<file path="config.mk">
export PLATFORM = sky130hd
export DESIGN_NAME = ps2_rx_frame
export DESIGN_NICKNAME = d
export VERILOG_FILES = /design/src/rtl/ps2_rx_pkg.sv /design/src/rtl/ps2_line_sync.sv /design/src/rtl/ps2_glitch_filter.sv /design/src/rtl/ps2_idle_timer.sv /design/src/rtl/ps2_frame_shift.sv /design/src/rtl/ps2_rx_frame.sv
export SDC_FILE = /design/constraint.sdc
export NUM_CORES = 1
export LEC_CHECK = 0
export ABC_AREA = 0
export BUFFER_PORTS_ARGS = -buffer_cell sky130_fd_sc_hd__buf_2
export CAP_MARGIN = 30
export CORE_UTILIZATION = 30
export DETAILED_ROUTE_END_ITERATION = 10
export GPL_ROUTABILITY_DRIVEN = 0
export GPL_TIMING_DRIVEN = 0
export SYNTH_ARGS = -nofsm -noshare
export SYNTH_HDL_FRONTEND = slang
export SYNTH_SLANG_ARGS = --single-unit
</file>
<file path="constraint.sdc">
create_clock -name clk -period 4.57 [get_ports clk]
set_input_delay 0.2285 -clock clk [delete_from_list [all_inputs] [get_ports clk]]
set_output_delay 0.2285 -clock clk [all_outputs]
set_load 0.02 [all_outputs]
</file>
<file path="src/rtl/ps2_rx_pkg.sv">
package ps2_rx_pkg;

    localparam int FRAME_LEN = 11;
    localparam int DATA_W    = 8;
    localparam int IDX_W     = $clog2(FRAME_LEN);

    typedef logic [IDX_W-1:0]     bit_idx_t;
    typedef logic [FRAME_LEN-1:0] frame_bits_t;

    localparam bit_idx_t LAST_IDX = bit_idx_t'(FRAME_LEN - 1);

    typedef struct packed {
        logic [DATA_W-1:0] data;
        logic              parity_bad;
        logic              framing_bad;
    } ps2_word_t;

    // frame layout: [0] start, [8:1] data lsb first, [9] parity, [10] stop
    function automatic ps2_word_t decode_frame(input frame_bits_t f);
        ps2_word_t w;
        w.data        = f[DATA_W:1];
        w.parity_bad  = ~(^f[DATA_W+1:1]);
        w.framing_bad = f[0] | ~f[FRAME_LEN-1];
        return w;
    endfunction

endpackage

</file>
<file path="src/rtl/ps2_line_sync.sv">
module ps2_line_sync #(
    parameter int   STAGES   = 2,
    parameter logic IDLE_VAL = 1'b1
) (
    input  logic clk,
    input  logic rst,
    input  logic async_i,
    output logic sync_o
);
    logic [STAGES-1:0] chain;

    genvar g;
    generate
        for (g = 0; g < STAGES; g++) begin : g_stage
            if (g == 0) begin : g_first
                always_ff @(posedge clk) begin
                    if (rst) chain[g] <= IDLE_VAL;
                    else     chain[g] <= async_i;
                end
            end else begin : g_next
                always_ff @(posedge clk) begin
                    if (rst) chain[g] <= IDLE_VAL;
                    else     chain[g] <= chain[g-1];
                end
            end
        end
    endgenerate

    assign sync_o = chain[STAGES-1];
endmodule

</file>
<file path="src/rtl/ps2_glitch_filter.sv">
module ps2_glitch_filter #(
    parameter int FILTER_LEN = 4
) (
    input  logic clk,
    input  logic rst,
    input  logic sync_i,
    output logic filt_o,
    output logic fall_o
);
    localparam int CW = $clog2(FILTER_LEN + 1);
    localparam logic [CW-1:0] CNT_TOP = CW'(FILTER_LEN - 1);

    logic [CW-1:0] run_cnt;
    logic          level;
    logic          level_d;

    always_ff @(posedge clk) begin
        if (rst) begin
            run_cnt <= '0;
            level   <= 1'b1;
        end else if (sync_i == level) begin
            run_cnt <= '0;
        end else if (run_cnt == CNT_TOP) begin
            run_cnt <= '0;
            level   <= sync_i;
        end else begin
            run_cnt <= run_cnt + 1'b1;
        end
    end

    always_ff @(posedge clk) begin
        if (rst) level_d <= 1'b1;
        else     level_d <= level;
    end

    assign filt_o = level;
    assign fall_o = level_d & ~level;
endmodule

</file>
<file path="src/rtl/ps2_idle_timer.sv">
module ps2_idle_timer #(
    parameter int TIMEOUT_CYCLES = 12500
) (
    input  logic clk,
    input  logic rst,
    input  logic busy_i,
    input  logic edge_i,
    output logic expire_o
);
    localparam int TW = $clog2(TIMEOUT_CYCLES + 1);
    localparam logic [TW-1:0] LIMIT = TW'(TIMEOUT_CYCLES - 1);

    logic [TW-1:0] quiet_cnt;

    assign expire_o = busy_i && !edge_i && (quiet_cnt == LIMIT);

    always_ff @(posedge clk) begin
        if (rst || !busy_i || edge_i || expire_o) quiet_cnt <= '0;
        else                                       quiet_cnt <= quiet_cnt + 1'b1;
    end
endmodule

</file>
<file path="src/rtl/ps2_frame_shift.sv">
module ps2_frame_shift
    import ps2_rx_pkg::*;
(
    input  logic                 clk,
    input  logic                 rst,
    input  logic                 fall_i,
    input  logic                 dat_i,
    input  logic                 abort_i,
    output logic                 busy_o,
    output bit_idx_t             idx_o,
    output logic [DATA_W-1:0]    byte_o,
    output logic                 valid_o,
    output logic                 perr_o,
    output logic                 ferr_o
);
    frame_bits_t shreg;
    frame_bits_t shreg_nxt;
    bit_idx_t    idx;
    ps2_word_t   word;
    logic        frame_done;

    assign shreg_nxt  = {dat_i, shreg[FRAME_LEN-1:1]};
    assign word       = decode_frame(shreg_nxt);
    assign frame_done = fall_i && (idx == LAST_IDX);

    always_ff @(posedge clk) begin
        if (rst) begin
            shreg <= '1;
            idx   <= '0;
        end else if (fall_i) begin
            shreg <= shreg_nxt;
            idx   <= frame_done ? '0 : idx + 1'b1;
        end else if (abort_i) begin
            idx   <= '0;
        end
    end

    always_ff @(posedge clk) begin
        if (rst) begin
            byte_o  <= '0;
            valid_o <= 1'b0;
            perr_o  <= 1'b0;
            ferr_o  <= 1'b0;
        end else begin
            valid_o <= frame_done && !word.framing_bad;
            perr_o  <= frame_done && !word.framing_bad && word.parity_bad;
            ferr_o  <= frame_done && word.framing_bad;
            if (frame_done && !word.framing_bad) byte_o <= word.data;
        end
    end

    assign busy_o = (idx != '0);
    assign idx_o  = idx;
endmodule

</file>
<file path="src/rtl/ps2_rx_frame.sv">
module ps2_rx_frame
    import ps2_rx_pkg::*;
#(
    parameter int SYNC_STAGES    = 2,
    parameter int FILTER_LEN     = 4,
    parameter int TIMEOUT_CYCLES = 12500
) (
    input  logic        clk,
    input  logic        rst,
    input  logic        ps2_clk_i,
    input  logic        ps2_dat_i,
    output logic [7:0]  byte_o,
    output logic        byte_valid_o,
    output logic        parity_err_o,
    output logic        frame_err_o
);
    logic     sync_clk;
    logic     sync_dat;
    logic     filt_clk;
    logic     clk_fall;
    logic     busy;
    logic     tmo_hit;
    bit_idx_t bit_cnt;

    ps2_line_sync #(.STAGES(SYNC_STAGES), .IDLE_VAL(1'b1)) u_sync_clk (
        .clk(clk), .rst(rst), .async_i(ps2_clk_i), .sync_o(sync_clk)
    );

    ps2_line_sync #(.STAGES(SYNC_STAGES), .IDLE_VAL(1'b1)) u_sync_dat (
        .clk(clk), .rst(rst), .async_i(ps2_dat_i), .sync_o(sync_dat)
    );

    ps2_glitch_filter #(.FILTER_LEN(FILTER_LEN)) u_filter (
        .clk(clk), .rst(rst), .sync_i(sync_clk), .filt_o(filt_clk), .fall_o(clk_fall)
    );

    ps2_idle_timer #(.TIMEOUT_CYCLES(TIMEOUT_CYCLES)) u_timer (
        .clk(clk), .rst(rst), .busy_i(busy), .edge_i(clk_fall), .expire_o(tmo_hit)
    );

    ps2_frame_shift u_shift (
        .clk(clk), .rst(rst), .fall_i(clk_fall), .dat_i(sync_dat), .abort_i(tmo_hit),
        .busy_o(busy), .idx_o(bit_cnt), .byte_o(byte_o), .valid_o(byte_valid_o),
        .perr_o(parity_err_o), .ferr_o(frame_err_o)
    );
endmodule

</file>
==> qor.yml, run 1 <==
outcome:
  status: "completed"
floorplan:
  die_h_um: 84.6
  initial_core_util_pct: 31.7
  num_rows: 29
  coreArea_mm2: 0.00646
  dieArea_mm2: 0.00716
  io-pin-count: 15
  die_w_um: 84.6
yosys:
  synth_most_common_cell: "dfxtp_1"
  ys.flop_type: "dfxtp_1"
  synthCells: 218
  synthTopCellsByCount: "48 x dfxtp_1, 27 x nor2_1, 23 x nand2_1"
  synth_fp_nets: 228
  ys_async_sr_fraction_pct: 0
  ys_warn_count: 0
  syn_avg_cell_area_um2: 9.39
  synth-seq-cells: 48
  yosysUniqueCellTypes: 41
  syn_area_mm2: 0.00205
  ys_seq_area_share_pct: 46.9
  synth-edff-count: 0
  synth_top_area_share_pct: 46.9
  synth.largest_area_cell: "dfxtp_1"
  yosys-top-cells-area: "dfxtp_1 47%, nor2_1 5.0%, xor2_1 4.7%"
global_route:
  grt_use_total_pct: 10.8
  grt_max_degree: 16
  globalRouteOverflowTotal: 0
  grt_antenna_before_repair: 0
  first_global_vias: 1400
  grt_pass1_wl_um: 6240
setup_path:
  r2r_start: "u_shift.idx_o[0]$_SDFFE_PP0P_"
  start_kind: "flip-flop"
  end_kind: "flip-flop"
  path_class: "flip-flop to flip-flop"
  reg2reg_slack_ps: 2870
  r2r_end: "u_shift.byte_o[1]$_SDFFE_PP0P_"
  cp.buffers_inverters: 2
  path_delay_family: "buffers and inverters"
  max_stage_delay_ps: 380
  cp_max_fo: 9
  required_ps: 4740
  arrival_ps: 1870
  r2r.worst_path.cells: 7
  crit_slowest_cell: "dfxtp_1"
  crit_chain: "inv_1 -> ha_1 -> nand3b_1 -> nor3b_1 -> buf_2 -> mux2i_1 -> nor2_1"
  path_depth: 7
detailed_routing:
  routed_via_density: 4.64
  drc: 0
  postRouteAntennaNets: 0
  drtIter0Drc: 80
  vias: 1472
  drt_first_pass_iters: 4
  wirelength_um: 3500
  wl_per_cell_um: 11.0
power_and_ir_drop:
  p_total_mw: 0.770
  p_leak_nw: 0.909
  ir_drop_mv: 0.175
  p_per_area_mw_per_mm2: 330
cts:
  cts_made_buffers: 5
  clk_latency_ps: 300
  post_cts_buffers: 0
  cts_root_buf: "clkbuf_8"
  clock_path_buffers: 2
  cts_resized: 0
  cts_tree: "yes"
  clock_sinks: 48
  cts_hold_buf: 0
  path_clk_slew_ps: 90
  htree_num_levels: 2
place:
  placed_cell_area_mm2: 0.00221
  dp_hpwl_um: 2440
  numPortBuffers: 14
sta:
  slew_headroom_pct: 68.2
  max_freq_mhz: 590
  period_share_pct: 37.1
  holdWs_ps: 112
  rsz0062_at_grt: "no"
  hold_viol: 0
  clock_skew_ps: 10.4
  finalSetupTns_ps: 0
  period_needed_ps: 1700
  finalSetupViolations: 0
  tightest_slew_ps: 476
  finalMaxSlewViolations: 0
layout:
  seq_area_um2: 961
  finalInstanceArea_mm2: 0.00233
  fillCellCount: 678
  diodes: 0
  syn_to_final_growth_pct: 14.1
  drive_above_1_share_pct: 15.0
  final_net_count: 249
  multi_input_area_um2: 981
  post-route-util_pct: 36.1
job:
  maxCapViolCount: 0
min_path:
  hold_depth: 2
  worstHoldStart: "ps2_clk_i"
  hold_end: "u_sync_clk.chain[0]$_SDFF_PP1_"
  hp-class: "primary input to flip-flop"
[where the power goes]
part | internal, mW | switching, mW | leakage [nW]
Clock | 0.179 | 0.145 | 0.0614
Combinational | 0.00869 | 0.0114 | 0.459
Sequential | 0.422 | 0.00337 | 0.388
[cell type report]
type	count	share of cell area, %
Multi-Input combinational cell	152	42.0
Sequential cell	48	41.2
Tap cell	77	4.13
Clock buffer	6	3.54
Buffer	10	3.22
Timing Repair Buffer	14	3.00
Clock inverter	2	1.66
Inverter	8	1.29
[worst max path at each step]
stage                                          startpoint                              end
after CTS                 u_timer.quiet_cnt[0]$_SDFF_PP0_  u_timer.quiet_cnt[6]$_SDFF_PP0_
final                       u_shift.idx_o[0]$_SDFFE_PP0P_   u_shift.byte_o[1]$_SDFFE_PP0P_
after global routing        u_shift.idx_o[0]$_SDFFE_PP0P_   u_shift.byte_o[0]$_SDFFE_PP0P_
after detailed placement  u_timer.quiet_cnt[0]$_SDFF_PP0_  u_timer.quiet_cnt[6]$_SDFF_PP0_
after floorplan             u_shift.idx_o[0]$_SDFFE_PP0P_   u_shift.byte_o[0]$_SDFFE_PP0P_
after global placement    u_timer.quiet_cnt[0]$_SDFF_PP0_  u_timer.quiet_cnt[5]$_SDFF_PP0_
[worst register-to-register path: cells and delay by family (launching register included)]
kind                     cells  cell delay (ps)
buffers and inverters        2              400
flip-flops                   1              380
AND/OR/NAND/NOR              3              380
multiplexers                 1              220
adder cells (fa/ha/maj)      1              200
[per-layer routing]
metal	part of all wire [%]	routed length [um]	track usage [%]
met1	52	1840	14.0
met2	44	1530	17.3
met3	3.0	106	3.24
met4	0.83	29	3.24
met5	0	0	0
[layout by cell type (no fill, tap or decap), drive strengths merged, types with 2 or more instances in the layout]
cell type,Yosys,routed
inv,8,8
nor3b,2,2
a21oi,6,6
and3,3,3
dfxtp,48,48
mux2i,8,8
clkbuf,5,11
buf,5,19
nor2b,3,3
nand2,24,24
or3,2,2
xor2,11,11
and2,2,2
nand3,10,10
ha,6,6
nor2,27,27
nand3b,12,12
and4,4,4
o21ai,4,4
xnor2,6,6
nand4,4,4
or2,5,5
[state kept, by name (all words and copies together), names as in the netlist, 3 cells and up]
register	flops
u_timer.quiet_cnt	14
u_shift.byte_o	8
u_shift.shreg	10
u_shift.idx_o	4
u_filter.run_cnt	3
[through the flow]
step | setup WS (ps) | cells
floorplan | 3090 | 218
detailed placement | 2860 | 309
CTS | 2850 | 317
global placement | 2870 | 309
finish | 2870 | 317
global route | 2690 | 317
[cells by family (layout without fill, tap and decap cells)]
| group | after synthesis | after routing | share of synthesized area [%] |
|---|---|---|---|
| compound gates | 16 | 16 | 4.77 |
| xor+xnor | 18 | 18 | 8.37 |
| fa+ha+maj | 6 | 6 | 3.67 |
| buf+inv | 18 | 40 | 5.13 |
| flops | 48 | 48 | 46.9 |
| mux | 8 | 8 | 3.91 |
| simple gates | 104 | 104 | 27.2 |
Note: power is estimated with default switching activity, not from simulation.
==> run 2, diff against run 1 <==
==> constraint.sdc (replaced) <==
create_clock -name clk -period 1.5 [get_ports clk]
set_input_delay 0.075 -clock clk [delete_from_list [all_inputs] [get_ports clk]]
set_output_delay 0.075 -clock clk [all_outputs]
set_load 0.02 [all_outputs]
==> qor.yml, run 2 (same netlist as run 1, synthesis figures left out) <==
global_route:
  grt_use_total_pct: 11.4  # +0.64 points
  grt_pass1_wl_um: 6540  # +4.8%
  globalRouteOverflowTotal: 0  # unchanged
  grt_antenna_before_repair: 0  # unchanged
  first_global_vias: 1433  # +2.4%
  grt_max_degree: 16  # unchanged
place:
  numPortBuffers: 14  # unchanged
  place_ws_ps: -207  # -3070 ps
  placed_cell_area_mm2: 0.00221  # unchanged
  dp_hpwl_um: 2440  # unchanged
layout:
  reg_top3: "u_timer.quiet_cnt x14, u_shift.shreg x10, u_shift.byte_o x8"
  final_common_cell: "dfxtp_1"
  layout_common_cells: "39 x dfxtp_1, 23 x nand2_1, 21 x nor2_1"
  final_net_count: 260  # +4.4%
  syn_to_final_growth_pct: 24.9
  top_register: "u_timer.quiet_cnt"
  post-route-util_pct: 39.6  # +3.4 points
  largest_reg_flops: 14  # unchanged
  drive_above_1_share_pct: 27.1  # +12 points
  finalInstanceArea_mm2: 0.00256  # +9.5%
  diodes: 0  # unchanged
detailed_routing:
  wirelength_um: 3830  # +9.5%
  postRouteAntennaNets: 0  # unchanged
  routed_via_density: 4.67  # +0.52%
  drtIter0Drc: 53  # -34%
  wl_per_cell_um: 11.7  # +5.8%
  drc: 0  # unchanged
  drt_first_pass_iters: 4  # unchanged
  vias: 1531  # +4.0%
floorplan:
  initial_core_util_pct: 31.7  # unchanged
  io-pin-count: 15  # unchanged
  num_rows: 29  # unchanged
  die_h_um: 84.6  # unchanged
  dieArea_mm2: 0.00716  # unchanged
  die_w_um: 84.6  # unchanged
  coreArea_mm2: 0.00646  # unchanged
min_path:
  hold_end: "u_shift.valid_o$_SDFF_PP0_"
  hold_depth: 2  # unchanged
  worstHoldStart: "rst"
  hp-class: "primary input to flip-flop"
power_and_ir_drop:
  p_per_area_mw_per_mm2: 925  # +180%
  ir_drop_mv: 0.535  # +210%
  p_total_mw: 2.37  # +210%
  p_leak_nw: 0.996  # +9.6%
job:
  maxCapViolCount: 0  # unchanged
setup_path:
  required_ps: 1730  # -3010 ps
  end_kind: "flip-flop"
  cp_max_fo: 10  # +1
  r2r_start: "u_shift.idx_o[0]$_SDFFE_PP0P_"
  arrival_ps: 1740  # -130 ps
  reg2reg_slack_ps: -8  # -2880 ps
  r2r_end: "u_timer.quiet_cnt[6]$_SDFF_PP0_"
  start_kind: "flip-flop"
  path_class: "flip-flop to flip-flop"
  r2r.worst_path.cells: 8  # +1
cts:
  clock_path_buffers: 2  # unchanged
  path_clk_slew_ps: 90  # about the same
  cts_made_buffers: 5  # unchanged
  clock_sinks: 48  # unchanged
  clk_latency_ps: 300  # about the same
  cts_root_buf: "clkbuf_8"
  cts_tree: "yes"
  htree_num_levels: 2  # unchanged
sta:
  holdWs_ps: 145  # +33.2 ps
  period_needed_ps: 1510  # -187 ps
  finalSetupViolations: 1  # +1
  tightest_slew_ps: 493  # +16.7 ps
  max_freq_mhz: 663  # +12%
  finalMaxSlewViolations: 0  # unchanged
  rsz0062_at_grt: "yes"
  slew_headroom_pct: 67.1  # -1.1 points
  hold_viol: 0  # unchanged
  period_share_pct: 101  # +63 points
  clock_skew_ps: 8.43  # -1.96 ps
  postLayoutSetupSlackWorst_ps: -8.14  # -2880 ps
outcome:
  status: "complete, but fails checks"
  violations: "setup timing"
[run 2: cell count changes in the layout (fill, tap and decap cells not counted), moves of 4 or more]
cell	previous run	this run
buf_4	0	9
nor2_2	0	6
dfxtp_1	48	39
nor2_1	27	21
dfxtp_2	0	5
dfxtp_4	0	4
[run 2: metrics by stage]
step | setup TNS, ps | cells
floorplan | 0 | 218
global placement | -3390 | 309
detailed placement | -3600 | 309
CTS | -18.8 | 326
global route | -1490 | 328
finish | -8.14 | 328
[run 2: layer usage]
layer | global-route usage (%) | routed length [um] | vias to the layer above
met5 | 0 | 0 | -
met4 | 3.24 | 29 | 0
met3 | 3.24 | 128 | 4
met2 | 18.8 | 1780 | 20
met1 | 14.6 | 1890 | 713
li1 | - | - | 794
[run 2: worst max path at each step]
stage | from | to | slack, ps | cells past startpoint
final | u_shift.idx_o[0]$_SDFFE_PP0P_ | u_timer.quiet_cnt[6]$_SDFF_PP0_ | -8 | 8
after detailed placement | u_timer.quiet_cnt[0]$_SDFF_PP0_ | u_timer.quiet_cnt[6]$_SDFF_PP0_ | -210 | 6
after global routing | u_shift.idx_o[3]$_SDFFE_PP0P_ | u_shift.byte_o[0]$_SDFFE_PP0P_ | -110 | 5
after global placement | u_timer.quiet_cnt[0]$_SDFF_PP0_ | u_timer.quiet_cnt[5]$_SDFF_PP0_ | -200 | 6
after floorplan | u_shift.idx_o[0]$_SDFFE_PP0P_ | u_shift.byte_o[0]$_SDFFE_PP0P_ | 20 | 7
after CTS | u_shift.idx_o[0]$_SDFFE_PP0P_ | u_shift.byte_o[4]$_SDFFE_PP0P_ | -5 | 7
[run 2: area by class of cell]
class | instances | area, um^2
Multi-Input combinational cell | 152 | 1070
Inverter | 8 | 32.5
Fill cell | 650 | 3900
Sequential cell | 48 | 982
Tap cell | 77 | 96.3
Clock inverter | 2 | 38.8
Buffer | 10 | 92.6
Timing Repair Buffer | 25 | 158
Clock buffer | 6 | 82.6
[run 2: report_power, final]
group          switching (mW)  internal (mW)
clock network           0.435          0.545
logic                  0.0496         0.0474
registers             0.00841           1.28
total                   0.493           1.87
[run 2: worst max-delay path, stage by stage, from the launching register on]
cell,delay (ps)
dfxtp_4,370
inv_4,40
buf_4,120
ha_1,200
nor3b_2,170
nor2_2,160
nand3_4,130
buf_8,160
nor2_2,100
[run 2: what timing repair did]
item                       CTS  global route
hold buffers                 2             0
buffers inserted             6             3
pin swaps                    2             4
gates resized for setup     21            21
setup endpoints to repair   22            25
hold endpoints to repair     2             0
cloned                       1             0
